`src/rtl/cpol_pkg.sv`:
```
package cpol_pkg;
   typedef enum logic [1:0] {
      MT_WB = 2'd0,
      MT_UC = 2'd1,
      MT_WT = 2'd2,
      MT_WP = 2'd3
   } mtype_e;

   typedef enum logic [2:0] {
      ACT_LRD,    // serve read from line
      ACT_LWR,    // write line, mark dirty
      ACT_FILL,   // allocate line, then complete
      ACT_MEM,    // single memory word access, cache untouched
      ACT_THRU,   // write line and memory word
      ACT_DROP    // write memory word, then invalidate line
   } act_e;

   typedef enum logic [2:0] {
      S_IDLE,
      S_DECIDE,
      S_WBACK,
      S_FILL,
      S_APPLY,
      S_MEM,
      S_RESP
   } st_e;
endpackage

```
`src/rtl/cpol_policy.sv`:
```
module cpol_policy
   import cpol_pkg::*;
(
   input  mtype_e mtype,
   input  logic   is_write,
   input  logic   hit,
   output act_e   act
);
   always_comb begin
      act = ACT_MEM;
      unique case (mtype)
         MT_UC: act = ACT_MEM;
         MT_WB: act = hit ? (is_write ? ACT_LWR : ACT_LRD) : ACT_FILL;
         MT_WT: begin
            if (!is_write) act = hit ? ACT_LRD : ACT_FILL;
            else           act = hit ? ACT_THRU : ACT_MEM;
         end
         MT_WP: begin
            if (!is_write) act = hit ? ACT_LRD : ACT_FILL;
            else           act = hit ? ACT_DROP : ACT_MEM;
         end
         default: act = ACT_MEM;
      endcase
   end
endmodule

```
`src/rtl/cpol_tags.sv`:
```
module cpol_tags #(
   parameter int LINES = 16,
   parameter int TAG_W = 4,
   localparam int IDX_W = $clog2(LINES)
) (
   input  logic             clk,
   input  logic             rst_n,
   input  logic [IDX_W-1:0] idx,
   input  logic             fill_en,
   input  logic [TAG_W-1:0] fill_tag,
   input  logic             dirty_en,
   input  logic             inval_en,
   output logic             valid,
   output logic             dirty,
   output logic [TAG_W-1:0] tag
);
   logic [LINES-1:0] valid_q;
   logic [LINES-1:0] dirty_q;
   logic [TAG_W-1:0] tag_q [LINES];

   generate
      if (LINES < 2 || (LINES & (LINES - 1)) != 0) begin : g_bad_lines
         $error("cpol_tags: LINES must be a power of two, at least 2");
      end
      if (TAG_W < 1) begin : g_bad_tag
         $error("cpol_tags: tag width must be positive");
      end
   endgenerate

   always_ff @(posedge clk) begin
      if (!rst_n) begin
         valid_q <= '0;
         dirty_q <= '0;
         for (int i = 0; i < LINES; i++) tag_q[i] <= '0;
      end else begin
         if (inval_en) begin
            valid_q[idx] <= 1'b0;
            dirty_q[idx] <= 1'b0;
         end else if (fill_en) begin
            valid_q[idx] <= 1'b1;
            dirty_q[idx] <= 1'b0;
            tag_q[idx]   <= fill_tag;
         end else if (dirty_en) begin
            dirty_q[idx] <= 1'b1;
         end
      end
   end

   assign valid = valid_q[idx];
   assign dirty = dirty_q[idx];
   assign tag   = tag_q[idx];


   inval_fill_excl_chk: assert property (@(posedge clk) disable iff (!rst_n)
      !(inval_en && fill_en));


   dirty_needs_valid_chk: assert property (@(posedge clk) disable iff (!rst_n)
      (dirty_en && !fill_en) |-> valid);
endmodule

```
`src/rtl/cpol_data.sv`:
```
module cpol_data #(
   parameter int DATA_W = 32,
   parameter int AW     = 6,
   localparam int DEPTH = 1 << AW
) (
   input  logic              clk,
   input  logic              we,
   input  logic [AW-1:0]     waddr,
   input  logic [DATA_W-1:0] wdata,
   input  logic [AW-1:0]     raddr,
   output logic [DATA_W-1:0] rdata
);
   logic [DATA_W-1:0] arr [DEPTH];

   always_ff @(posedge clk) begin
      if (we) arr[waddr] <= wdata;
   end

   assign rdata = arr[raddr];
endmodule

```
`src/rtl/cpol_ctrl.sv`:
```
module cpol_ctrl
   import cpol_pkg::*;
#(
   parameter int ADDR_W = 10,
   parameter int DATA_W = 32,
   parameter int LINES  = 16,
   parameter int WORDS  = 4
) (
   input  logic              clk,
   input  logic              rst_n,
   input  logic              req_valid,
   input  logic              req_write,
   input  logic [1:0]        req_type,
   input  logic [ADDR_W-1:0] req_addr,
   input  logic [DATA_W-1:0] req_wdata,
   output logic              ready,
   output logic              rsp_valid,
   output logic [DATA_W-1:0] rsp_rdata,
   output logic              mem_req,
   output logic              mem_we,
   output logic [ADDR_W-1:0] mem_addr,
   output logic [DATA_W-1:0] mem_wdata,
   input  logic [DATA_W-1:0] mem_rdata,
   input  logic              mem_ack
);
   localparam int OFF_W = $clog2(WORDS);
   localparam int IDX_W = $clog2(LINES);
   localparam int TAG_W = ADDR_W - IDX_W - OFF_W;
   localparam logic [OFF_W-1:0] LAST = OFF_W'(WORDS - 1);

   generate
      if (WORDS < 2 || (WORDS & (WORDS - 1)) != 0) begin : g_bad_words
         $error("cpol_ctrl: WORDS must be a power of two, at least 2");
      end
      if (TAG_W < 1) begin : g_bad_addr
         $error("cpol_ctrl: ADDR_W too small for LINES and WORDS");
      end
   endgenerate

   st_e               st;
   logic [OFF_W-1:0]  cnt;
   logic              r_we;
   mtype_e            r_type;
   logic [ADDR_W-1:0] r_addr;
   logic [DATA_W-1:0] r_wdata;
   logic [DATA_W-1:0] r_rdata;
   logic              r_inv;

   wire [TAG_W-1:0] r_tag = r_addr[ADDR_W-1 -: TAG_W];
   wire [IDX_W-1:0] r_idx = r_addr[OFF_W +: IDX_W];
   wire [OFF_W-1:0] r_off = r_addr[OFF_W-1:0];

   logic             lk_valid, lk_dirty;
   logic [TAG_W-1:0] lk_tag;
   logic             hit;
   act_e             act;

   logic              dwr_en;
   logic [OFF_W-1:0]  dwr_off;
   logic [DATA_W-1:0] dwr_data;
   logic [OFF_W-1:0]  drd_off;
   logic [DATA_W-1:0] drd_data;
   logic              tfill, tdirty, tinval;

   assign hit = lk_valid && (lk_tag == r_tag);

   cpol_tags #(.LINES(LINES), .TAG_W(TAG_W)) u_tags (
      .clk(clk), .rst_n(rst_n), .idx(r_idx),
      .fill_en(tfill), .fill_tag(r_tag), .dirty_en(tdirty), .inval_en(tinval),
      .valid(lk_valid), .dirty(lk_dirty), .tag(lk_tag));

   cpol_data #(.DATA_W(DATA_W), .AW(IDX_W + OFF_W)) u_data (
      .clk(clk), .we(dwr_en), .waddr({r_idx, dwr_off}), .wdata(dwr_data),
      .raddr({r_idx, drd_off}), .rdata(drd_data));

   cpol_policy u_policy (
      .mtype(r_type), .is_write(r_we), .hit(hit), .act(act));

   always_comb begin
      mem_req   = 1'b0;
      mem_we    = 1'b0;
      mem_addr  = r_addr;
      mem_wdata = r_wdata;
      dwr_en    = 1'b0;
      dwr_off   = r_off;
      dwr_data  = r_wdata;
      drd_off   = r_off;
      tfill     = 1'b0;
      tdirty    = 1'b0;
      tinval    = 1'b0;
      unique case (st)
         S_DECIDE: begin
            if (act == ACT_LWR) begin
               dwr_en = 1'b1;
               tdirty = 1'b1;
            end else if (act == ACT_THRU) begin
               dwr_en = 1'b1;
            end
         end
         S_WBACK: begin
            mem_req   = 1'b1;
            mem_we    = 1'b1;
            mem_addr  = {lk_tag, r_idx, cnt};
            drd_off   = cnt;
            mem_wdata = drd_data;
         end
         S_FILL: begin
            mem_req  = 1'b1;
            mem_addr = {r_tag, r_idx, cnt};
            dwr_en   = mem_ack;
            dwr_off  = cnt;
            dwr_data = mem_rdata;
            tfill    = mem_ack && (cnt == LAST);
         end
         S_APPLY: begin
            if (r_we) begin
               dwr_en = 1'b1;
               tdirty = 1'b1;
            end
         end
         S_MEM: begin
            mem_req = 1'b1;
            mem_we  = r_we;
            tinval  = mem_ack && r_inv;
         end
         default: ;
      endcase
   end

   always_ff @(posedge clk) begin
      if (!rst_n) begin
         st      <= S_IDLE;
         cnt     <= '0;
         r_we    <= 1'b0;
         r_type  <= MT_WB;
         r_addr  <= '0;
         r_wdata <= '0;
         r_rdata <= '0;
         r_inv   <= 1'b0;
      end else begin
         unique case (st)
            S_IDLE: if (req_valid) begin
               r_we    <= req_write;
               r_type  <= mtype_e'(req_type);
               r_addr  <= req_addr;
               r_wdata <= req_wdata;
               r_inv   <= 1'b0;
               st      <= S_DECIDE;
            end
            S_DECIDE: begin
               unique case (act)
                  ACT_LRD: begin r_rdata <= drd_data; st <= S_RESP; end
                  ACT_LWR: st <= S_RESP;
                  ACT_THRU: st <= S_MEM;
                  ACT_DROP: begin r_inv <= 1'b1; st <= S_MEM; end
                  ACT_FILL: begin
                     cnt <= '0;
                     st  <= (lk_valid && lk_dirty) ? S_WBACK : S_FILL;
                  end
                  default: st <= S_MEM;
               endcase
            end
            S_WBACK: if (mem_ack) begin
               cnt <= cnt + 1'b1;
               if (cnt == LAST) st <= S_FILL;
            end
            S_FILL: if (mem_ack) begin
               cnt <= cnt + 1'b1;
               if (cnt == LAST) st <= S_APPLY;
            end
            S_APPLY: begin
               if (!r_we) r_rdata <= drd_data;
               st <= S_RESP;
            end
            S_MEM: if (mem_ack) begin
               if (!r_we) r_rdata <= mem_rdata;
               st <= S_RESP;
            end
            S_RESP: st <= S_IDLE;
            default: st <= S_IDLE;
         endcase
      end
   end

   assign ready     = (st == S_IDLE);
   assign rsp_valid = (st == S_RESP);
   assign rsp_rdata = r_rdata;


   busy_ready_chk: assert property (@(posedge clk) disable iff (!rst_n)
      mem_req |-> !ready);


   rsp_pulse_chk: assert property (@(posedge clk) disable iff (!rst_n)
      rsp_valid |=> (!rsp_valid && ready));


   wb_memwr_chk: assert property (@(posedge clk) disable iff (!rst_n)
      (mem_req && mem_we && r_type == MT_WB) |-> (st == S_WBACK));


   uc_nocache_chk: assert property (@(posedge clk) disable iff (!rst_n)
      (r_type == MT_UC && st != S_IDLE) |-> (!dwr_en && !tfill && !tdirty && !tinval));


   wr_noalloc_chk: assert property (@(posedge clk) disable iff (!rst_n)
      (r_we && (r_type == MT_WT || r_type == MT_WP) && st != S_IDLE) |-> !tfill);


   wp_inval_chk: assert property (@(posedge clk) disable iff (!rst_n)
      (st == S_MEM && mem_ack && r_inv) |=> !lk_valid);


   wback_then_fill_chk: assert property (@(posedge clk) disable iff (!rst_n)
      (st == S_WBACK && mem_ack && cnt == LAST) |=> (st == S_FILL && cnt == '0));
endmodule

```
`config.mk`:
```
export PLATFORM = sky130hd
export DESIGN_NAME = cpol_ctrl
export DESIGN_NICKNAME = d
export VERILOG_FILES = /design/src/rtl/cpol_pkg.sv /design/src/rtl/cpol_policy.sv /design/src/rtl/cpol_tags.sv /design/src/rtl/cpol_data.sv /design/src/rtl/cpol_ctrl.sv
export SDC_FILE = /design/constraint.sdc
export NUM_CORES = 2
export LEC_CHECK = 0
export BUFFER_PORTS_ARGS = -buffer_cell sky130_fd_sc_hd__buf_2
export CORE_MARGIN = 3
export CORE_UTILIZATION = 60
export DETAILED_ROUTE_END_ITERATION = 6
export HOLD_SLACK_MARGIN = 0.03
export MAX_ROUTING_LAYER = met4
export PLACE_DENSITY = 0.77
export SLEW_MARGIN = 10
export SYNTH_ARGS = -nofsm -noshare
export SYNTH_HDL_FRONTEND = slang
export SYNTH_HIERARCHICAL = 1
export SYNTH_SLANG_ARGS = --single-unit
```
`constraint.sdc`:
```
create_clock -name clk -period 18.2 [get_ports clk]
set_input_delay 4.55 -clock clk [delete_from_list [all_inputs] [get_ports clk]]
set_output_delay 4.55 -clock clk [all_outputs]
set_load 0.05 [all_outputs]
```
# [Word-level counts from Yosys, hierarchy flattened]
# Memories as Yosys holds them, arrays and structs flattened. A register that Yosys moved wholly into a read port is not among the register bits.
# Index checks and enable logic that the tools add are counted.
[word_totals] out_inout_bits=78 elab_cells=135 mem_count=2 ram_bits=2112 reg_bits=115
[memory_table] memory="u_data.arr" words=64 word_bits=32 read_ports=1 rd_clocked_by_memory_dff=0 write_ports=1 line="cpol_data.sv:13" text="logic [DATA_W-1:0] arr [DEPTH];"
[memory_table] memory="u_tags.tag_q" words=16 word_bits=4 read_ports=1 rd_clocked_by_memory_dff=1 write_ports=16 line="cpol_tags.sv:19" text="logic [TAG_W-1:0] tag_q [LINES];"
[op_classes] add_sub_neg=1 bitwise_logic=5 n_eq_ne=27 n_lt_le_gt_ge=2 n_mux=66 reduce_logical=22
[ops] cell="2-to-1 mux 32 bit" n=6
[ops] cell="one-hot mux 32 bit (3 select lines)" n=1
[ops] cell="2-to-1 mux 16 bit" n=5
[ops] cell="2-to-1 mux 3 bit" n=11
[ops] cell="bitwise AND 16 bit" n=2
[ops] cell="OR 16 bit" n=2
[ops] cell="2-to-1 mux 1 bit" n=22
[ops] cell="!= test 2 bit (second input constant)" n=10
[ops] cell="one-hot mux 10 bit (2 select lines)" n=1
[ops] cell="one-hot mux 3 bit (6 select lines)" n=1
[ops] cell="2-to-1 mux 4 bit" n=4
[ops] cell="NOT 16 bit" n=1
[ops] cell="equality test 3 bit (second input constant)" n=5
[ops] cell="one-hot mux 3 bit (4 select lines)" n=1
[ops] cell="2-to-1 mux 2 bit" n=5
[ops] cell="equality test 3 x 2 -> 1 bit (second input constant)" n=3
[ops] cell="binary-select mux 1 bit (select 4 bit)" n=2
[ops] cell="equality test 2 bit (second input constant)" n=3
[ops] cell="equality test 3 x 1 -> 1 bit (second input constant)" n=2
[ops] cell="zero test 3 bit" n=2
[ops] cell="one-hot mux 1 bit (2 select lines)" n=3
[ops] cell="one-hot mux 3 bit (2 select lines)" n=1
[ops] cell="AND reduction 3 bit" n=2
[ops] cell="AND reduction 6 bit" n=1
[ops] cell="18 further kinds" n=27

# [Depth between registers and ports, before layout]
[logic_depth] ltp_word=12 ltp_mapped=18 depth_no_buf=15

# [By module]
# Netlist, hierarchy kept.
[modules_own_cells] module="cpol_data" cells_each=3292 seq_area_each_um2=61499.0 n_inst=1 area_each_um2=77874.7
[modules_own_cells] module="cpol_ctrl" cells_each=584 seq_area_each_um2=1661.6 n_inst=1 area_each_um2=5074.9
[modules_own_cells] module="cpol_tags" cells_each=384 seq_area_each_um2=2562.5 n_inst=1 area_each_um2=4624.4
[modules_own_cells] module="cpol_policy" cells_each=6 seq_area_each_um2=0.0 n_inst=1 area_each_um2=46.3

# [Worst setup path after synthesis]
# Ideal clock, no wire load.
[synth_timing] path_kind="input port to flip-flop" from="input mem_ack" to="memory u_data.arr[48][0] (enable)" arrival_time_ns=7.869 required_ns=17.739 path_slack_ns=9.870 setup_time_ns=0.461 cell_stages=8 cell_sequence="clkbuf_1 nand2_1 o31ai_1 nand3b_1 o21ai_0 nor2b_1 nand4b_1 nor3_1"
[synth_via] elab_chain_len=3
[synth_lines] element="start: declaration" line="cpol_ctrl.sv:24" text="input logic mem_ack"
[synth_lines] element="one-hot mux 1 bit (3 select lines)" line="cpol_ctrl.sv:91" text="unique case (st)"
[synth_lines] element="named net dwr_en" line="cpol_ctrl.sv:58" text="logic dwr_en;"
[synth_lines] element="2-to-1 mux 1 bit" line="cpol_data.sv:16" text="if (we) arr[waddr] <= wdata;"
[synth_lines] element="2-to-1 mux 1 bit (not written as such)" line="cpol_data.sv:16"
[synth_lines] element="end: declaration" line="cpol_data.sv:13"
# The timed path passes the listed nets, and every way through them passes these cells.

# [Worst setup path in the final report]
[layout_timing] from="register st[1]" to="output mem_wdata[13]"
[layout_via] elab_chain_len=4
[layout_lines] element="start: declaration" line="cpol_ctrl.sv:40" text="st_e st;"
[layout_lines] element="start signal: assignment" line="cpol_ctrl.sv:158" text="st <= (lk_valid && lk_dirty) ? S_WBACK : S_FILL;"
[layout_lines] element="equality test 3 x 2 -> 1 bit" line="cpol_ctrl.sv:91"
[layout_lines] element="2-to-1 mux 2 bit" line="cpol_ctrl.sv:91"
[layout_lines] element="named net drd_off[1]" line="cpol_ctrl.sv:61" text="logic [OFF_W-1:0] drd_off;"
[layout_lines] element="memory read (64 x 32 bit)"
[layout_lines] element="named net drd_data[13]" line="cpol_ctrl.sv:62" text="logic [DATA_W-1:0] drd_data;"
[layout_lines] element="2-to-1 mux 32 bit" line="cpol_ctrl.sv:91"
[layout_lines] element="end: declaration" line="cpol_ctrl.sv:22" text="output logic [DATA_W-1:0] mem_wdata,"
# The timed path passes the listed nets, and every way through them passes these cells.

==> key figures <==
Worst hold path
  • Hold Crit Class: reg -> reg

Worst setup path
  • Worst Path Required: 13.65 ns
  • CP max FO: 47
  • Setup crit end kind: output port
  • Crit start category: flop
  • Kind of critical path: reg -> out
  • Slowest cell delay on critical path: 0.99 ns
  • Buf/Inv on CP: 4
  • Cell mode on critical path: buf_4
  • CP delay by family, top: buffers and inverters
  • CP max-delay cell: a21oi_1
  • Arrival @ worst endpoint: 7.29 ns
  • Worst path cell trace: nand2b_1 -> nor2_4 -> buf_4 -> mux2_8 -> buf_4 -> buf_4 -> nand3b_1 -> o221ai_1 -> a21oi_1 -> a21oi_1 -> nor2_1 -> mux2_2 -> buf_2

STA
  • Least-Margin Pin Slew: 1.30 ns
  • Final setup TNS: 0 ns
  • Clk_skew: 0.0391 ns
  • Period minus WS final: 11.84 ns
  • RSZ-0062 raised after global routing: false
  • Fmax: 0.0845 GHz
  • Final hold slack: 0.473 ns
  • Final slew viol count: 0
  • Hold Fails Final Rpt: 0
  • Final setup vio count: 0
  • Period utilization: 65.0%
  • Slew margin rel.: 13.0%

Finish
  • Layout filler cell count: 8,471
  • Sequential cell area: 65,700 sq um
  • Post-route cell area: 97,900 sq um
  • Nets: 4,577
  • Synthesis-to-finish area growth: 11.7%
  • Multi-input logic area: 21,000 sq um
  • Layout Utilization: 67.8%
  • Layout cells sized above 1: 29.9%

Yosys
  • Synth Register Bits: 2,227
  • Yosys cell types: 71
  • Async SR Flop Fraction: 0%
  • Post-Synthesis Cells: 4,266
  • Warnings from Yosys: 6
  • Post-synthesis sequential area ratio: 75.0%
  • Avg Cell Area, Syn: 20.5 sq um
  • Syn Std Cell Area: 87,600 sq um
  • EDFF count, synth: 2,112
  • Syn_nets: 4,348
  • Top_reg_cell synth: edfxtp_1

Clock tree
  • CTS tree: built
  • Setup bufs post-CTS: 0
  • Post-CTS sizing: 0
  • Hold_buf cts: 0
  • Clock sinks: 2,227
  • Skew-Pair Late Insertion Delay: 0.85 ns
  • Clk slew on worst S/H paths: 0.06 ns
  • Root Driver: clkbuf_16
  • CTS Buf Count: 207
  • Clock buffer depth: 3
  • H-tree Lvls: 4

Drt
  • DRT Wirelength: 238,000 um
  • Vias: 46,700
  • Wire per inst: 36.2 um
  • DRT Pass-1 Iters: 6
  • Antenna viol nets, final: 0
  • Initial DRC Count: 7,634
  • Vias per cell: 7.11
  • DRC violations left: 0

Pwr
  • Total power: 0.0118 W
  • Maximum vdd drop: 0.000115 V
  • Pleak: 30.6 nW
  • Pwr Density: 120 nW/um^2

Floorplanning
  • Die Area: 151,000 sq um
  • Starting density of the core: 60.7%
  • Cell Rows: 139
  • Die X: 388 um
  • Die H: 388 um
  • Top-Level Pins: 159
  • CORE AREA: 144,000 sq um

Place
  • Post-DP Area: 91,100 sq um
  • Detail Placement HPWL: 125,000 um
  • Port buffer count: 158
  • Placer Congestion: 0.863

Global routing
  • All-layer global routing usage: 32.9%
  • First-pass GRT wire length: 341,000 um
  • Initial antenna violation count: 12
  • Number of global-route vias before repair: 46,800
  • Largest net degree at the start of global routing: 128
  • Grt total ovfl: 0

Status
  • Status: complete, no violations

Job
  • Max-Cap Viols: 0
## metrics by stage
stage	cells	worst slack, ns
after floorplan	4266	9.87
after global placement	6189	7.43
after detailed placement	6189	7.37
after CTS	6558	6.43
after global routing	6567	6.07
final	6570	6.36
## synthesized netlist by cell type (all sizes together), types with 5 or more instances
library cell,instances,area [sq um]
nor4b,5,68.8
nor2b,21,139
or2,35,219
nand2b,11,68.8
nand4bb,6,67.6
dfxtp,115,2300
a211oi,16,120
o221ai,27,236
edfxtp,2112,63400
nand4b,6,52.6
nor2,222,833
nand2,137,514
mux2i,93,931
o211ai,33,248
o21ai,36,180
a21oi,132,773
and4bb,6,75.1
nand3,6,30.0
mux2,74,833
a311oi,8,70.1
o22ai,116,726
mux4,568,12800
or3b,6,52.6
and3,11,75.1
nand3b,42,315
nor3,9,45.0
a22oi,24,180
a21boi,48,360
clkbuf,129,488
buf,157,920
## cell type report
type	count	area share, %
Sequential cell	2227	67.2
Multi-Input combinational cell	1749	21.5
Inverter	4	0.0153
Clock inverter	109	1.26
Clock buffer	260	5.65
Antenna cell	12	0.0307
Tap cell	1903	2.43
Timing Repair Buffer	306	2.00
## sequential cells by signal, summed over array words and instances (netlist names), named ones only
| signal | count |
|---|---|
| u_data/arr | 2048 |
| u_tags/tag_q | 64 |
| r_wdata | 32 |
| rsp_rdata | 32 |
| r_addr | 10 |
| st | 3 |
| cnt | 2 |
| r_type | 2 |
| r_inv | 1 |
| r_we | 1 |
## report_power, final
part | internal [W] | switching (W) | leakage, nW
combinational | 0.000529 | 0.00107 | 6.87
sequential | 0.00581 | 0.0000372 | 20.4
clock | 0.00247 | 0.00186 | 3.28
## cell usage in the layout, fill, tap and decap left out, types with 12 or more instances in the layout
cell / n
edfxtp_1: 2112
mux4_2: 560
clkbuf_16: 212
nor2_1: 159
buf_2: 157
buf_4: 145
nand2_1: 135
o22ai_1: 116
dfxtp_1: 111
a21oi_1: 102
mux2i_1: 93
mux2_2: 72
nor2_4: 63
a21boi_0: 48
nand3b_1: 42
clkbuf_1: 42
o21ai_0: 35
clkinv_1: 34
o211ai_1: 33
or2_2: 33
a21oi_2: 30
clkinv_2: 28
o221ai_1: 27
a22oi_1: 24
bufinv_16: 23
nor2b_1: 20
a211oi_1: 16
diode_2: 12
## metal layers
metal | vias up | GRT usage, % | share of wire (%)
met5 | - | - | 0
met4 | 0 | 13.7 | 5.0
met3 | 654 | 8.75 | 14
met2 | 3844 | 49.7 | 47
met1 | 24100 | 43.2 | 33
li1 | 18200 | - | -
## final timing paths
check | startpoint | to | slack, ns | depth (start not counted)
worst min register to register | r_inv | r_inv | 0.47 | 2
worst min-delay path | r_inv | r_inv | 0.47 | 2
worst max register to register | r_addr[2] | u_data/arr[29][11] | 10.66 | 15
worst max-delay path | st[1] | mem_wdata[13] | 6.36 | 13
## cells by family after synthesis
| logic type | Yosys count | synth area share (%) |
|---|---|---|
| flops | 2227 | 75.0 |
| mux | 735 | 16.6 |
| simple gates | 549 | 3.16 |
| compound gates | 458 | 3.49 |
| buf+inv | 290 | 1.62 |
| xor+xnor | 6 | 0.0600 |
| fa+ha+maj | 1 | 0.0143 |
## worst reg2reg max path: stages, from the launching register on
cell and delay (ns):
dfxtp_4 0.73, buf_4 0.77, mux4_1 0.70, a22oi_1 0.40, nand2_1 0.21, xor2_1 0.19
nor4_1 0.53, xnor2_1 0.17, a2bb2oi_2 0.32, xnor2_1 0.13, o31ai_1 0.20, nand3b_1 0.09
o21ai_0 0.43, nand3_1 0.89, nor2_4 0.91, buf_4 0.49
Note: power is estimated with default switching activity, not from simulation.
